`src/rtl/oddeven_sort9.sv`:
```
module oddeven_sort9 #(
  parameter int W    = 8,
  parameter int N    = 9,
  parameter bit PIPE = 1'b1
) (
  input  logic           clk,
  input  logic           rst,
  input  logic           in_valid,
  input  logic [N*W-1:0] in_data,
  output logic           out_valid,
  output logic [N*W-1:0] out_data,
  output logic [W-1:0]   median
);

  localparam int MID = (N - 1) / 2;
  localparam int SW  = W + $clog2(N) + 1;

  logic [W-1:0] lane [0:N][0:N-1];
  logic [W-1:0] cx   [0:N-1][0:N-1];
  logic         swp  [0:N-1][0:N-1];
  logic         vld  [0:N];

  for (genvar i = 0; i < N; i++) begin : g_io
    assign lane[0][i]        = in_data[i*W +: W];
    assign out_data[i*W +: W] = lane[N][i];
  end
  assign vld[0]    = in_valid;
  assign out_valid = vld[N];
  assign median    = lane[N][MID];

  for (genvar s = 0; s < N; s++) begin : g_col
    for (genvar i = 0; i < N; i++) begin : g_lane
      localparam bit IS_LO = ((i % 2) == (s % 2)) && (i + 1 < N);
      localparam bit IS_HI = (i > 0) && (((i - 1) % 2) == (s % 2));
      if (IS_LO) begin : g_lo
        assign swp[s][i] = lane[s][i] > lane[s][i+1];
        assign cx[s][i]  = swp[s][i] ? lane[s][i+1] : lane[s][i];
      end else if (IS_HI) begin : g_hi
        assign swp[s][i] = 1'b0;
        assign cx[s][i]  = swp[s][i-1] ? lane[s][i-1] : lane[s][i];
      end else begin : g_pass
        assign swp[s][i] = 1'b0;
        assign cx[s][i]  = lane[s][i];
      end
    end

    if (PIPE) begin : g_reg
      always_ff @(posedge clk) begin
        if (rst) vld[s+1] <= 1'b0;
        else     vld[s+1] <= vld[s];
        for (int i = 0; i < N; i++) lane[s+1][i] <= cx[s][i];
      end
    end else begin : g_wire
      assign vld[s+1] = vld[s];
      for (genvar i = 0; i < N; i++) begin : g_w
        assign lane[s+1][i] = cx[s][i];
      end
    end
  end

  logic [SW-1:0] sum_in [0:N-1];
  logic [SW-1:0] sum_cx [0:N-1];
  logic [W-1:0]  xor_in [0:N-1];
  logic [W-1:0]  xor_cx [0:N-1];
  logic          out_ordered;

  always_comb begin
    for (int s = 0; s < N; s++) begin
      sum_in[s] = '0;
      sum_cx[s] = '0;
      xor_in[s] = '0;
      xor_cx[s] = '0;
      for (int i = 0; i < N; i++) begin
        sum_in[s] = sum_in[s] + SW'(lane[s][i]);
        sum_cx[s] = sum_cx[s] + SW'(cx[s][i]);
        xor_in[s] = xor_in[s] ^ lane[s][i];
        xor_cx[s] = xor_cx[s] ^ cx[s][i];
      end
    end
    out_ordered = 1'b1;
    for (int i = 0; i + 1 < N; i++)
      if (lane[N][i] > lane[N][i+1]) out_ordered = 1'b0;
  end

  for (genvar s = 0; s < N; s++) begin : g_chk
    p_col_sum_r4: assert property (@(posedge clk) disable iff (rst)
      vld[s] |-> (sum_cx[s] == sum_in[s]));
    p_col_xor_r4: assert property (@(posedge clk) disable iff (rst)
      vld[s] |-> (xor_cx[s] == xor_in[s]));
  end

  p_out_order_r3: assert property (@(posedge clk) disable iff (rst)
    out_valid |-> out_ordered);

  p_median_bound_r5: assert property (@(posedge clk) disable iff (rst)
    out_valid |-> (median >= out_data[W-1:0] && median <= out_data[N*W-1 -: W]));

endmodule

```
`config.mk`:
```
export PLATFORM = sky130hd
export DESIGN_NAME = oddeven_sort9
export DESIGN_NICKNAME = d
export VERILOG_FILES = /design/src/rtl/oddeven_sort9.sv
export SDC_FILE = /design/constraint.sdc
export NUM_CORES = 1
export LEC_CHECK = 0
export BUFFER_PORTS_ARGS = -buffer_cell sky130_fd_sc_hd__buf_2
export CORE_MARGIN = 4
export CORE_UTILIZATION = 30
export DETAILED_ROUTE_END_ITERATION = 7
export GPL_ROUTABILITY_DRIVEN = 1
export PLACE_DENSITY_LB_ADDON = 0.08
export SYNTH_ARGS = -nofsm -noshare
export SYNTH_HDL_FRONTEND = slang
export SYNTH_SLANG_ARGS = --single-unit
```
`constraint.sdc`:
```
create_clock -name clk -period 6.3 [get_ports clk]
set_clock_uncertainty 0.05 [all_clocks]
set_input_delay 0.945 -clock clk [delete_from_list [all_inputs] [get_ports clk]]
set_output_delay 0.945 -clock clk [all_outputs]
set_load 0.05 [all_outputs]
```
# Word level (Yosys, flattened, before mapping)
# Index checks and enable logic that the tools add are counted.
[word_totals]
reg_bits = 657
input_bits = 75
output_inout_bits = 81
wordCells = 198
[op_classes]
order_cmp = 36
n_mux = 72
[ops]
columns = ["operator", "count"]
rows = [
  ["$mux W8", 72],
  ["$gt A8 B8 Y1", 36],
]

# Logic depth before layout (Yosys ltp)
[depth]
word_depth = 2
depth_mapped = 9

# Least setup slack after synthesis
# Ideal clock, no wire load.
[synth_timing]
path_type = "in2reg"
start = "input port in_data[63]"
end = "register, netlist name lane[584]"
arrival_time_ns = 2.253
t_required_ns = 6.128
setup_slack_ns = 3.875
path_stages = 9
path_buffers = 2
path_cell_list = "inv_1 ha_1 nand4_4 nand2b_1 buf_6 buf_6 nand3_1 o21ai_1 a221o_1"
[synth_rtl]
columns = ["item", "line", "source"]
rows = [
  ["start, declared", "9", "input logic [N*W-1:0] in_data,"],
]

==> out/summary.md <==
Global routing used 13.2% of the available tracks across all layers. Entering global routing, the biggest net connects 34 pins. TritonCTS built the clock tree. The number of synthesized flops with an enable pin is 0, and the total length of routed wires is 81,800 um. The buffers inserted during post-CTS setup optimization was 0; the slew at the pin closest to its max-slew limit was 1.17 ns. By instance count, the cell type seen most on the critical path is sky130_fd_sc_hd__o21ai_2. Clock tree synthesis inserted a total of 83 buffers. After the first detailed-routing iteration, the DRC count stood at 1,574.

Gates resized during post-CTS repair numbered 0. Startpoint of the tightest hold check path: cx[147]. The floorplan has 123 rows.

The logs give 3.33 ns for the arrival time of the worst setup path and 0.63 ns for the later-pin clock latency in the skew report. The number of antenna diodes in the final layout is 0. The die is 347 um wide.

The standard cell area after detailed placement came out at 0.0354 mm2. The number of global-route vias before repair came out at 24,300. After detailed routing, the number of remaining DRC violations is 0. The tools report the setup slack of the worst register-to-register path as 3.41 ns. The worst reg2reg path depth is 6.

In this run the clock root is driven by a sky130_fd_sc_hd__clkbuf_16. No sink is reached through more buffers than the 3 on the longest clock path. In the finished design, the share of the clock period the worst path needs comes to 45.8%. The final critical path time including I/O delays and setup came out at 2.89 ns.

After clock tree synthesis, the clock-pin slew on the worst setup and hold paths is 0.06 ns. Worst reg2reg path startpoint: lane[583]. The final layout contains 4,020 nets. Before antenna repair, the detailed router went through 5 iterations. In this run the number of H-tree levels came out at 3. The critical path goes through inv_1 -> ha_1 -> nand2_1 -> o21ai_2 -> o21ai_2 -> a221o_1. The number of nets handed over by synthesis was 4,017. The tools report the hold violation total from the final report as 0. The number of hold buffers added after CTS is 0, and the height of the die is 347 um. The floorplan step defined a die boundary enclosing 0.120 mm2.

For the worst max-slew margin expressed relative to the limit, the log shows 21.8%. The tools report the sort of element at the start of the critical path as a register. For the via count, the log shows 25,500. For the number of antenna violations at the first check in global routing, the log shows 2.

In this run the remaining antenna-violating nets after routing total 0. The most critical setup path has its startpoint at lane[583]. For this run, the register share of the synthesized area comes to 38.3%. The number of buffers added on ports works out to 155.

Detailed-route wire length per cell: 15.7 um. Worst min-delay path category: reg -> reg. The post-route netlist has 19.2% of its cells at a drive strength greater than 1. For this design, the slowest cell found on the critical path is sky130_fd_sc_hd__o21ai_2.

The initial standard-cell utilization of the core came out at 30.4%. The gate count after technology mapping was 3,654. Summed over all nets, the half-perimeter wirelength after detailed placement is 57,900 um. The achievable frequency is 347 MHz.

Setup TNS: 0 ns. CTS saw 657 sinks. For this design the top-level I/O count stands at 156.

The core footprint was 0.113 mm2. The run finished with clean final reports. In this design, the stage delay of the slowest critical-path cell is 0.89 ns. Averaged over all synthesized cells, the footprint is 9.41 um2. For the worst setup path, the data required time is 6.74 ns.

The first global-routing pass estimated 133,000 um of wire. Capture point of the worst reg-to-reg path: cx[433]. Setup repair after global routing left no endpoint under its margin. The area growth from synthesis to final layout works out to 11.4%. In the routed layout, each cell is associated on average with a via count of 4.89.

After synthesis, the share of flip-flops with an asynchronous set or reset is 0%. The worst hold path passes through 0 cells. The distinct cell type count after synthesis is 35, and the number of slew-limit violations in the final report is 0.

The largest fanout on the critical path is 33. In the layout the commonest cells are sky130_fd_sc_hd__dfxtp_1, sky130_fd_sc_hd__nand2_1, sky130_fd_sc_hd__nand3_1, sky130_fd_sc_hd__a221o_1, sky130_fd_sc_hd__inv_1. The placer's final routability congestion estimate was 0.745; the register bit count reported by yosys was 657. The final non-filler cell area is 0.0383 mm2, and the final global-route overflow total is 0. The path with the worst hold slack has its endpoint at lane[147]. The critical path is of the reg -> reg type. The leading cell type in the layout, fill and taps excluded was sky130_fd_sc_hd__dfxtp_1. Max-cap violations in this run came to 0. The logs give 0 for the total of warnings raised by yosys and 0.0344 mm2 for the post-synthesis instance area. The worst setup path is captured at a register.

In the synthesized netlist the dominant register cell turns out to be sky130_fd_sc_hd__dfxtp_1. Setup violations remaining at the end of the flow were counted as 0.
## layout make-up
class / count / area, um2
timing repair buffer: 174 / 918
clock inverter: 37 / 487
tap: 1500 / 1880
multi-input combinational: 2433 / 18300
sequential: 657 / 13200
inverter: 308 / 1160
clock buffer: 111 / 2370
fill: 11600 / 74800
## critical path: cells and delay by family, from the launching register on
| kind | cells | cell delay (ns) |
|---|---|---|
| adder cells (fa/ha/maj) | 1 | 0.36 |
| buffers and inverters | 1 | 0.07 |
| flip-flops | 1 | 0.41 |
| AO/OA/AOI/OAI | 3 | 1.77 |
| AND/OR/NAND/NOR | 1 | 0.08 |
## per-stage QoR
stage	worst slack [ns]	util (%)	cells	hold WS, ns
3_3_place_gp	3.01	31.3	5072	0.260
3_5_place_dp	2.95	31.3	5072	0.262
4_1_cts	3.41	33.9	5220	0.270
2_1_floorplan	3.88	-	3654	0.260
5_1_grt	3.18	33.9	5220	0.272
6_report	3.41	33.9	5220	0.271
## sequential cells by signal, summed over array words and instances (netlist names)
name	cells
cx	64
median	8
vld	8
lane	512
out_data	64
out_valid	1
## synth_stat cells, types with 39 or more instances
cell type / number / area (um2)
sky130_fd_sc_hd__nor2_1: 46 / 173
sky130_fd_sc_hd__buf_4: 95 / 713
sky130_fd_sc_hd__buf_2: 81 / 405
sky130_fd_sc_hd__ha_1: 288 / 3600
sky130_fd_sc_hd__nand3_1: 320 / 1600
sky130_fd_sc_hd__buf_6: 40 / 450
sky130_fd_sc_hd__mux2_2: 206 / 2320
sky130_fd_sc_hd__o21ai_2: 55 / 482
sky130_fd_sc_hd__clkbuf_1: 39 / 146
sky130_fd_sc_hd__nand2_1: 420 / 1580
sky130_fd_sc_hd__a21oi_1: 126 / 631
sky130_fd_sc_hd__a221o_1: 320 / 3200
sky130_fd_sc_hd__dfxtp_1: 657 / 13200
sky130_fd_sc_hd__inv_1: 308 / 1160
sky130_fd_sc_hd__o21ai_1: 170 / 851
sky130_fd_sc_hd__o21ai_0: 216 / 1080
## metal layers
metal | up-vias | part of all wire [%] | track usage [%]
met5 | - | 0.018 | 0
met3 | 103 | 3.5 | 2.12
met2 | 351 | 46 | 21.6
met1 | 11800 | 48 | 18.1
met4 | 4 | 2.0 | 3.70
li1 | 13300 | - | -
## worst max path at each step
stage                     end  depth (start not counted)
detailed placement  lane[599]                          7
finish                cx[433]                          6
global placement    lane[599]                          7
global route          cx[433]                          6
floorplan           lane[584]                          9
CTS                   cx[433]                          6
## cell families after synthesis
logic type	count (synthesis)	synth area share, %
AOI/OAI and AO/OA	981	21.0
adders and majority gates	288	10.5
muxes	226	7.51
buffers and inverters	564	8.41
DFF	657	38.3
and+or+nand+nor	938	14.3
Power is not shown: default switching activity piles up to over one toggle a cycle in this logic, so the estimate is an artifact.
